===== src/rtl/uart_tx_pkg.sv =====
// Shared types and mode-word decoding for the UART transmit channel.
// Assumes the mode word layout given in the brief.
package uart_tx_pkg;

    localparam int CHAR_MAX  = 8;
    localparam int FRAME_MAX = 1 + CHAR_MAX + 1 + 2;

    // Command word bit positions.
    localparam int CMD_RESET    = 1;
    localparam int CMD_ENABLE   = 4;
    localparam int CMD_DISABLE  = 5;
    localparam int CMD_BRK_ON   = 7;
    localparam int CMD_BRK_OFF  = 8;

    typedef enum logic [1:0] {
        PAR_EVEN  = 2'b00,
        PAR_ODD   = 2'b01,
        PAR_SPACE = 2'b10,
        PAR_MARK  = 2'b11
    } par_kind_e;

    typedef struct packed {
        logic [3:0] char_len;
        logic       par_on;
        par_kind_e  par;
        logic       two_stop;
    } frame_cfg_t;

    // Turn the encoded mode word into frame shape fields.
    function automatic frame_cfg_t decode_mode(input logic [9:0] m);
        frame_cfg_t c;
        case (m[2:1])
            2'b10:   c.char_len = 4'd7;
            2'b11:   c.char_len = 4'd6;
            default: c.char_len = 4'd8;
        endcase
        c.par_on   = ~m[5];
        c.par      = par_kind_e'(m[4:3]);
        c.two_stop = m[7];
        return c;
    endfunction

endpackage


===== src/rtl/utx_fifo.sv =====
// Character queue for the transmit channel.
// Assumes: writes while full are dropped, clear has priority over all traffic.
module utx_fifo #(
    parameter int WIDTH = 8,
    parameter int DEPTH = 16
) (
    input  logic             clk,
    input  logic             rst_n,
    input  logic             clear,
    input  logic             wr_en,
    input  logic [WIDTH-1:0] wr_data,
    input  logic             rd_en,
    output logic [WIDTH-1:0] rd_data,
    output logic             empty,
    output logic             full
);
    localparam int AW = $clog2(DEPTH);
    localparam logic [AW:0] DEPTH_C = (AW+1)'(DEPTH);

    logic [WIDTH-1:0] mem [DEPTH];
    logic [AW-1:0]    wr_ptr, rd_ptr;
    logic [AW:0]      count;
    logic             do_wr, do_rd;

    assign empty   = (count == '0);
    assign full    = (count == DEPTH_C);
    assign do_wr   = wr_en && !full;
    assign do_rd   = rd_en && !empty;
    assign rd_data = mem[rd_ptr];

    // Storage write: only accepted characters land in the array.
    always_ff @(posedge clk) begin
        if (do_wr && !clear) mem[wr_ptr] <= wr_data;
    end

    // Pointer and occupancy bookkeeping.
    always_ff @(posedge clk) begin
        if (!rst_n || clear) begin
            wr_ptr <= '0;
            rd_ptr <= '0;
            count  <= '0;
        end else begin
            if (do_wr) wr_ptr <= wr_ptr + 1'b1;
            if (do_rd) rd_ptr <= rd_ptr + 1'b1;
            count <= count + (AW+1)'(do_wr) - (AW+1)'(do_rd);
        end
    end

    a_r6_full_holds: assert property (@(posedge clk) disable iff (!rst_n)
        (full && wr_en && !rd_en && !clear) |=> full);
    a_r6_flags_exclusive: assert property (@(posedge clk) disable iff (!rst_n)
        !(empty && full));

endmodule


===== src/rtl/utx_framer.sv =====
// Frame shifter: on a bit tick with a character waiting and sending allowed,
// builds the whole frame from the current mode and shifts it out one bit per tick.
// Assumes: the mode is sampled only at load, so mid-frame changes are ignored.
module utx_framer
    import uart_tx_pkg::*;
#(
    parameter int FRAME_W = FRAME_MAX,
    parameter int CNT_W   = $clog2(FRAME_W + 1)
) (
    input  logic          clk,
    input  logic          rst_n,
    input  logic          clear,
    input  logic          tick,
    input  logic          run,
    input  frame_cfg_t    cfg,
    input  logic          have_data,
    input  logic [7:0]    data,
    output logic          pop,
    output logic          line,
    output logic          busy
);
    logic [FRAME_W-1:0] frame_q, frame_n;
    logic [CNT_W-1:0]   cnt_q, len_n;
    logic [CHAR_MAX-1:0] masked;
    logic               pbit, last;

    // Assemble the frame vector (LSB goes out first) and its length.
    always_comb begin
        frame_n    = '1;
        frame_n[0] = 1'b0;
        masked     = '0;
        for (int i = 0; i < CHAR_MAX; i++) begin
            if (i < int'(cfg.char_len)) begin
                frame_n[i+1] = data[i];
                masked[i]    = data[i];
            end
        end
        case (cfg.par)
            PAR_EVEN:  pbit = ^masked;
            PAR_ODD:   pbit = ~^masked;
            PAR_SPACE: pbit = 1'b0;
            default:   pbit = 1'b1;
        endcase
        if (cfg.par_on) frame_n[int'(cfg.char_len) + 1] = pbit;
        len_n = CNT_W'(1) + CNT_W'(cfg.char_len) + CNT_W'(cfg.par_on)
              + (cfg.two_stop ? CNT_W'(2) : CNT_W'(1));
    end

    assign last = busy && (cnt_q == CNT_W'(1));
    assign pop  = tick && run && have_data && (!busy || last);
    assign line = busy ? frame_q[0] : 1'b1;

    // Load, shift and finish frames on bit ticks.
    always_ff @(posedge clk) begin
        if (!rst_n || clear) begin
            busy    <= 1'b0;
            frame_q <= '1;
            cnt_q   <= '0;
        end else if (tick) begin
            if (pop) begin
                busy    <= 1'b1;
                frame_q <= frame_n;
                cnt_q   <= len_n;
            end else if (last) begin
                busy    <= 1'b0;
                frame_q <= '1;
                cnt_q   <= '0;
            end else if (busy) begin
                frame_q <= {1'b1, frame_q[FRAME_W-1:1]};
                cnt_q   <= cnt_q - 1'b1;
            end
        end
    end

    a_r2_start_low: assert property (@(posedge clk) disable iff (!rst_n)
        (pop && !clear) |=> (busy && !line));
    a_r11_frame_hold: assert property (@(posedge clk) disable iff (!rst_n)
        (busy && !tick && !clear) |=> $stable(frame_q));

endmodule


===== src/rtl/utx_ctrl.sv =====
// Command decoder: holds enable, disable and break state from command writes
// and produces the one-shot send reset. Assumes every write carries a full word.
module utx_ctrl
    import uart_tx_pkg::*;
(
    input  logic       clk,
    input  logic       rst_n,
    input  logic       ctrl_wr,
    input  logic [8:0] ctrl_data,
    output logic       run,
    output logic       brk,
    output logic       soft_rst
);
    logic en_q, dis_q, brk_q;

    assign run      = en_q && !dis_q;
    assign brk      = brk_q;
    assign soft_rst = ctrl_wr && ctrl_data[CMD_RESET];

    // Capture enable/disable on every command write.
    always_ff @(posedge clk) begin
        if (!rst_n) begin
            en_q  <= 1'b0;
            dis_q <= 1'b0;
        end else if (ctrl_wr) begin
            en_q  <= ctrl_data[CMD_ENABLE];
            dis_q <= ctrl_data[CMD_DISABLE];
        end
    end

    // Break start/stop, with stop taking priority.
    always_ff @(posedge clk) begin
        if (!rst_n)                                 brk_q <= 1'b0;
        else if (ctrl_wr && ctrl_data[CMD_BRK_OFF]) brk_q <= 1'b0;
        else if (ctrl_wr && ctrl_data[CMD_BRK_ON])  brk_q <= 1'b1;
    end

    a_r9_stop_wins: assert property (@(posedge clk) disable iff (!rst_n)
        (ctrl_wr && ctrl_data[CMD_BRK_OFF]) |=> !brk);

endmodule


===== src/rtl/uart_tx_channel.sv =====
// Top of the transmit channel: queue, frame shifter, command decoder, and the
// break/loopback line steering. Assumes bit_tick is a one-cycle pulse.
module uart_tx_channel
    import uart_tx_pkg::*;
#(
    parameter int DEPTH  = 16,
    parameter int CHAR_W = 8
) (
    input  logic              clk,
    input  logic              rst_n,
    input  logic              ctrl_wr,
    input  logic [8:0]        ctrl_data,
    input  logic [9:0]        mode_word,
    input  logic              bit_tick,
    input  logic              wr_valid,
    input  logic [CHAR_W-1:0] wr_data,
    input  logic              rxd_pin,
    output logic              fifo_empty,
    output logic              fifo_full,
    output logic              txd,
    output logic              rx_line
);
    logic              run, brk, soft_rst, pop, fr_line, fr_busy, loopback, int_line;
    logic [CHAR_W-1:0] head;
    frame_cfg_t        cfg;

    assign cfg      = decode_mode(mode_word);
    assign loopback = (mode_word[9:8] == 2'b10);
    assign int_line = brk ? 1'b0 : fr_line;
    assign txd      = loopback ? 1'b1 : int_line;
    assign rx_line  = loopback ? int_line : rxd_pin;

    utx_ctrl u_ctrl (
        .clk(clk), .rst_n(rst_n), .ctrl_wr(ctrl_wr), .ctrl_data(ctrl_data),
        .run(run), .brk(brk), .soft_rst(soft_rst)
    );

    utx_fifo #(.WIDTH(CHAR_W), .DEPTH(DEPTH)) u_fifo (
        .clk(clk), .rst_n(rst_n), .clear(soft_rst), .wr_en(wr_valid),
        .wr_data(wr_data), .rd_en(pop), .rd_data(head),
        .empty(fifo_empty), .full(fifo_full)
    );

    utx_framer u_framer (
        .clk(clk), .rst_n(rst_n), .clear(soft_rst), .tick(bit_tick), .run(run),
        .cfg(cfg), .have_data(!fifo_empty), .data(head[7:0]),
        .pop(pop), .line(fr_line), .busy(fr_busy)
    );

    a_r8_reset_idles: assert property (@(posedge clk) disable iff (!rst_n)
        soft_rst |=> (fifo_empty && !fr_busy));
    a_r9_break_low: assert property (@(posedge clk) disable iff (!rst_n)
        (brk && !loopback) |-> !txd);
    a_r10_loop_pin_idle: assert property (@(posedge clk) disable iff (!rst_n)
        loopback |-> txd);

endmodule


===== config.mk =====
export PLATFORM = sky130hd
export DESIGN_NAME = uart_tx_channel
export DESIGN_NICKNAME = d
export VERILOG_FILES = /design/src/rtl/uart_tx_pkg.sv /design/src/rtl/utx_fifo.sv /design/src/rtl/utx_framer.sv /design/src/rtl/utx_ctrl.sv /design/src/rtl/uart_tx_channel.sv
export SDC_FILE = /design/constraint.sdc
export NUM_CORES = 1
export LEC_CHECK = 0
export ABC_AREA = 1
export BUFFER_PORTS_ARGS = -buffer_cell sky130_fd_sc_hd__buf_2
export CORE_UTILIZATION = 40
export DETAILED_ROUTE_END_ITERATION = 8
export SETUP_SLACK_MARGIN = 0.5
export SLEW_MARGIN = 20
export SYNTH_ARGS = -nofsm -noshare
export SYNTH_HDL_FRONTEND = slang
export SYNTH_HIERARCHICAL = 1
export SYNTH_SLANG_ARGS = --single-unit

===== constraint.sdc =====
create_clock -name clk -period 7.65 [get_ports clk]
set_clock_uncertainty 0.1 [all_clocks]
set_input_delay 1.53 -clock clk [delete_from_list [all_inputs] [get_ports clk]]
set_output_delay 1.53 -clock clk [all_outputs]
set_load 0.03 [all_outputs]

==> out/qor.yml, run 1 <==
status: "finished clean"
post_cts_buffers: 0
synth_seq_cells: 165
critical_path_buf_inv_count: 6
cts_tree: "done"
path_max_fanout: 65
clkTransAtPathRegs_ps: 60
pin_count: 37
drt_iter0_drc: 397
utilization_pct: 45.6
cts_resized: 0
initial_core_util_pct: 41.2
core_area_um2: 19700
layout-drive-gt1-share_pct: 8.43
multiInputGateArea_um2: 2670
routedWlPerCell_um: 14.3
async_flop_share_pct: 0
critPathKind: "register to register"
yosys_most_used_dff: "edfxtp_1"
nNetsFinal: 1013
syn_area_um2: 8100
total_power_w: 0.00206
p_per_area_nw_per_um2: 230
syn_nets: 989
cp.required_ps: 7870
worstSetupEndpointType: "register"
die_y_um: 144
grt_overflow: 0
min_period_ps: 3750
hold_viol: 0
fp.dieW_um: 144
crit_family: "buffers and inverters"
setup_violations: 0
cts_hold_buf: 0
grt_first_pass_wirelength_um: 28300
max_slew_margin_pct: 41.4
seq_area_um2: 4590
clock_sink_count: 165
ys_seq_area_share_pct: 56.6
worstMarginPinSlew_ps: 880
post-route-drc-count: 0
synth-edff-count: 128
grt_pass1_vias: 5410
cpMostUsedCell: "nand2_1"
ys_types: 36
yosys_warnings: 6
yosys.area.top_type: "edfxtp_1"
period_share_pct: 49.1
wl_met3_um: 757
grt_util_all_layers_pct: 18.4
ant_nets: 0
yosysTopAreaCellShare_pct: 47.4
top_layer_used: "met4"
htreeDepth: 4
root_buffer: "clkbuf_16"
wl_met2_um: 8170
maxCapViolations: 0
die_area_um2: 20800
numCtsBuffers: 17
cp-start-kind: "register"
gp_congestion: 0.812
cp.arrival_ps: 3970
vias: 5917
grt_setup_unrepaired: "no"
max_freq_ghz: 0.266
clkLatencyLatePin_ps: 430
yosys-top-cells-area: "edfxtp_1 47%, nand2_1 12%, dfxtp_1 9.1%"
fillers: 1920
report.final.slew_viol_count: 0
wl_met1_um: 8300
antenna_found_initial: 0
drt_pre_antenna_iters: 5
totalWireLength_um: 17700
area_delta_synth_final_pct: 10.5
tns_ps: 0
antennaDiodeCount: 0
placementRows: 51
synth_area_per_cell_um2: 8.66
io_buffers: 30
p_leak_nw: 3.94
max_stage_delay_ps: 570
drt-vias-per-instance: 4.78
clock_path_buffers: 2
cp_cell_sequence: "buf_4 -> inv_2 -> buf_4 -> nand2_1 -> nand3_1 -> nand3_1 -> nand3_1 -> nand2_1 -> inv_1 -> nand2_1 -> nand3_1 -> inv_1 -> nand2_1 -> nand2_1 -> inv_1 -> nand3_1 -> nand3_1 -> nand2_1 -> nand3_1 -> nand2_1 -> nand2_1 -> nand2_1 -> nand2_1"
hpwl_um: 11400
ir_drop_v: 0.000129
postSynthCellCount: 936
critPathSlowestCell: "buf_4"
hold_class: "register to register"
grt_max_degree: 66
## report_power, final
group	total (W)	switching, W	internal [W]
clock network	0.000771	0.000354	0.000417
logic	0.000287	0.000198	0.0000883
registers	0.00100	0.0000125	0.000992
## stage by stage
| step | cells | hold WS (ps) | instance area, µm² | setup slack [ps] |
|---|---|---|---|---|
| after floorplan | 936 | 333 | 8100 | 4100 |
| after global placement | 1206 | 349 | 8420 | 3650 |
| after detailed placement | 1206 | 354 | 8420 | 3650 |
| after CTS | 1238 | 376 | 8950 | 3860 |
| after global routing | 1238 | 395 | 8950 | 3530 |
| final | 1238 | 375 | 8950 | 3900 |
## layer usage
layer  track usage (%)  vias up
met3              3.25       29
met1              24.6     2718
met5                 0        -
met2              29.1      129
met4              8.31        0
li1                  -     3041
## layout make-up
class,count,share of cell area [%]
clock inverter,14,1.16
timing repair buffer,33,1.93
clock buffer,18,4.79
sequential,165,51.2
inverter,175,7.34
tap,265,3.70
multi-input combinational,568,29.9
## state kept, by name (all words and copies together) (netlist names), named ones only
register	cells
u_fifo/mem	128
u_framer/frame_q	12
u_fifo/count	5
u_fifo/rd_ptr	4
u_fifo/wr_ptr	4
u_framer/cnt_q	4
u_ctrl/brk	1
u_ctrl/dis_q	1
u_ctrl/en_q	1
u_framer/busy	1
## cells in the mapped netlist, drive strengths merged, types with 5 or more instances
| library cell | n |
|---|---|
| nand2 | 269 |
| inv | 173 |
| edfxtp | 128 |
| nand3 | 125 |
| nor2 | 72 |
| dfxtp | 37 |
| o21ai | 30 |
| buf | 24 |
| a21oi | 19 |
| ha | 18 |
| nand4 | 7 |
| xor2 | 5 |
## tightest hold or removal path: stages (launching register included)
cell and delay, ps:
dfxtp_1 310, nor2_1 80, nor2_1 50
## cell families after synthesis
family	count (synthesis)	synth area share, %
AOI/OAI and AO/OA	62	4.18
adders and majority gates	20	3.27
and+or+nand+nor	480	24.9
buffers and inverters	203	10.4
DFF	165	56.6
xor gates and xnor gates	6	0.648
## path summary, 6_finish.rpt
| kind | start | end | slack (ps) | cells after the start |
|---|---|---|---|---|
| max reg2reg | register | u_framer/frame_q[1] | 3900 | 23 |
| min reg2reg | u_ctrl/en_q | u_ctrl/en_q | 370 | 2 |
| max | register | u_framer/frame_q[1] | 3900 | 23 |
| min | u_ctrl/en_q | u_ctrl/en_q | 370 | 2 |
## layout by cell type (no fill, tap or decap), types with 3 or more instances in the layout
cell         n
buf_4        3
inv_2        8
nor3_1       3
buf_2       30
o21bai_1     3
nand3_1    125
inv_1      165
a21oi_1     19
o21ai_1      6
nand2_1    267
clkinv_2     5
nor2_2       3
o21ai_0     24
xor2_1       5
clkinv_4     4
nand4_1      6
nor2_1      68
ha_1        18
dfxtp_1     36
clkbuf_16   17
o211ai_1     4
edfxtp_1   128
No activity file was read; power rests on OpenSTA's default activity.
==> run 2: changes to the inputs <==
--- a/config.mk
+++ b/config.mk
@@ -5,7 +5,7 @@
 export SDC_FILE = /design/constraint.sdc
 export NUM_CORES = 1
 export LEC_CHECK = 0
-export ABC_AREA = 1
+export ABC_AREA = 0
 export BUFFER_PORTS_ARGS = -buffer_cell sky130_fd_sc_hd__buf_2
 export CORE_UTILIZATION = 40
 export DETAILED_ROUTE_END_ITERATION = 8
==> constraint.sdc (replaced) <==
create_clock -name clk -period 3.2 [get_ports clk]
set_clock_uncertainty 0.1 [all_clocks]
set_input_delay 0.64 -clock clk [delete_from_list [all_inputs] [get_ports clk]]
set_output_delay 0.64 -clock clk [all_outputs]
set_load 0.03 [all_outputs]
==> run 2 against run 1 <==
- the run now ends with design-rule violations, negative setup slack left
- setup slack worse by 4000 ps
- utilization up 5.4 points
- hold slack worse by 79 ps
- maximum frequency up 12%
- die area down 8.4%
- count of clock-buffer cells in the layout down 1
- non-clock buffer count up 71
- sequential cell count unchanged
- critical path depth down 8
- register-to-register slack worse by 4000 ps
- largest cell class unchanged
- largest power group unchanged
- highest routed layer unchanged
==> out/qor.yml, run 2 <==
grt_max_degree: 25  # -62%
period_share_pct: 105  # +56 points
grt_first_pass_wirelength_um: 25700  # -8.9%
max_freq_ghz: 0.299  # +12%
pin_count: 37  # unchanged
critPathSlowestCell: "mux4_2"
async_flop_share_pct: 0  # unchanged
die_area_um2: 19100  # -8.4%
clock_path_buffers: 2  # unchanged
grt_pass1_vias: 4746  # -12%
initial_core_util_pct: 41.0  # -0.25 points
cpMostUsedCell: "buf_6"
total_power_w: 0.00540  # +160%
htreeDepth: 4  # unchanged
synth_seq_cells: 165  # unchanged
nNetsFinal: 662  # -35%
r2r_end: "u_framer/frame_q[1]"
ys_types: 61  # +69%
critical_path_buf_inv_count: 5  # -1
hpwl_um: 10300  # -9.5%
core_area_um2: 18100  # -8.0%
area_delta_synth_final_pct: 24.4
min-delay-start: "ctrl_data[8]"
cp_cell_sequence: "buf_12 -> buf_6 -> buf_6 -> mux4_2 -> a22oi_2 -> nand2_2 -> xnor2_2 -> mux2i_1 -> xnor3_2 -> xor2_4 -> buf_6 -> a21oi_4 -> buf_4 -> nor3_4 -> o41ai_2"
cp.required_ps: 3430  # -4440 ps
grt_util_all_layers_pct: 17.9  # -0.48 points
min_period_ps: 3350  # -405 ps
cp-start-kind: "register"
clock_sink_count: 165  # unchanged
path_max_fanout: 6  # -91%
clkLatencyLatePin_ps: 430  # about the same
worstSetupEndpointType: "register"
setup_violations: 11  # +11
crit_family: "XOR/XNOR gates"
stdcell_count: 851  # -31%
syn_nets: 564  # -43%
max_stage_delay_ps: 490  # -80 ps
grt_setup_unrepaired: "yes"
largest_reg_flops: 128  # unchanged
yosys-top-cells-area: "edfxtp_1 52%, dfxtp_1 10%, mux4_2 5.5%"
yosys-top-cells-count: "128 x edfxtp_1, 38 x nor2_1, 37 x dfxtp_1"
yosys_most_used_dff: "edfxtp_1"
fp.dieW_um: 138  # -4.3%
yosys.area.top_type: "edfxtp_1"
yosysTopAreaCellShare_pct: 51.9  # +4.4 points
r2r_slack_ps: -150  # -4040 ps
yosysMostFrequentCell: "edfxtp_1"
vias: 4524  # -24%
final_cell_mix: "128 x edfxtp_1, 58 x buf_4, 37 x nor2_1"
layout-drive-gt1-share_pct: 37.3  # +29 points
antenna_found_initial: 0  # unchanged
max_slew_margin_pct: 47.2  # +5.9 points
placed_area_um2: 8120  # -3.6%
ir_drop_v: 0.000451  # +250%
reg2regPathDepth: 15  # -35%
p_per_area_nw_per_um2: 585  # +150%
drt-vias-per-instance: 5.32  # +11%
placementRows: 49  # -3.9%
top_register: "u_fifo/mem"
cts_hold_buf: 0  # unchanged
die_y_um: 138  # -4.3%
gp_congestion: 0.814  # +0.31%
numCtsBuffers: 17  # unchanged
status: "finished with violations"
worstMarginPinSlew_ps: 792  # -88.0 ps
tns_ps: -1120  # -1120 ps
stdcell_area_um2: 9220  # +3.0%
totalWireLength_um: 16100  # -9.0%
placedCellCount: 782  # -35%
report.final.slew_viol_count: 0  # unchanged
min_to: "u_ctrl/brk"
final_common_cell: "edfxtp_1"
drt_iter0_drc: 362  # -8.8%
critPathKind: "register to register"
synth_area_per_cell_um2: 14.5  # +68%
grt_overflow: 0  # unchanged
worstHoldPathCells: 2  # unchanged
syn_area_um2: 7410  # -8.5%
ant_nets: 0  # unchanged
drt_pre_antenna_iters: 7  # +2
setup_ws_ps: -147  # -4040 ps
antennaDiodeCount: 0  # unchanged
maxCapViolations: 0  # unchanged
routedWlPerCell_um: 18.9  # +32%
cts_tree: "done"
yosys_warnings: 6  # unchanged
io_buffers: 30  # unchanged
root_buffer: "clkbuf_16"
hold_viol: 0  # unchanged
clkTransAtPathRegs_ps: 70  # about the same
cp.arrival_ps: 3570  # -400 ps
ys_seq_area_share_pct: 61.9  # +5.3 points
postSynthCellCount: 511  # -45%
hold_class: "input pin to register"
post-route-drc-count: 2  # +2
failed_checks: "design-rule violations, negative setup slack"
synth-edff-count: 128  # unchanged
largestRegisters: "u_fifo/mem (128), u_framer/frame_q (12), u_fifo/count (5)"
p_leak_nw: 3.21  # -19%
-- run 2: kinds of logic after synthesis --
family / Yosys count / share of synthesized area (%)
buffers and inverters: 57 / 3.87
flip-flops: 165 / 61.9
XOR/XNOR: 17 / 2.31
AND/OR/NAND/NOR: 131 / 9.45
AO/OA/AOI/OAI: 85 / 7.90
multiplexers: 36 / 11.0
adder cells (fa/ha/maj): 20 / 3.58
-- run 2: routing by layer --
layer | up-vias | global-route usage, % | share of wire, %
li1 | 2145 | - | -
met1 | 2264 | 22.8 | 43
met2 | 99 | 30.9 | 51
met3 | 16 | 3.64 | 4.7
met4 | 0 | 5.44 | 1.0
met5 | - | 0 | 0
-- run 2: worst max-delay path by stage --
stage | slack (ps) | cells after the start | to | start
2_1_floorplan | -140 | 19 | u_fifo/count[4] | u_fifo/count[2]
3_3_place_gp | -190 | 12 | u_framer/frame_q[2] | register
3_5_place_dp | -210 | 12 | u_framer/frame_q[11] | register
4_1_cts | -140 | 12 | u_framer/frame_q[3] | register
5_1_grt | -320 | 15 | u_framer/frame_q[1] | register
6_report | -150 | 15 | u_framer/frame_q[1] | register
-- run 2: where the power goes --
part	internal, W	switching (W)
Sequential	0.00236	0.0000355
Clock	0.00106	0.000969
Combinational	0.000469	0.000498
Total	0.00389	0.00150
-- run 2: stage by stage --
step | setup WS (ps) | utilization [%] | hold WS (ps)
after floorplan | -140 | - | 330
after global placement | -190 | 44.9 | 363
after detailed placement | -212 | 44.9 | 364
after CTS | -140 | 50.1 | 275
after global routing | -318 | 51.0 | 295
final | -147 | 51.0 | 296
-- run 2: final cells by class --
class | instances | area (µm²)
tap | 229 | 287
clock buffer | 17 | 425
inverter | 31 | 128
fill | 1487 | 8860
sequential | 165 | 4590
timing repair buffer | 104 | 830
clock inverter | 15 | 180
multi-input combinational | 290 | 2780
-- run 2: what timing repair did --
action,in CTS,in global routing
cloned,2,0
resized for setup,32,18
setup buffers,24,11
setup endpoints to repair,15,15
pin swaps,14,12
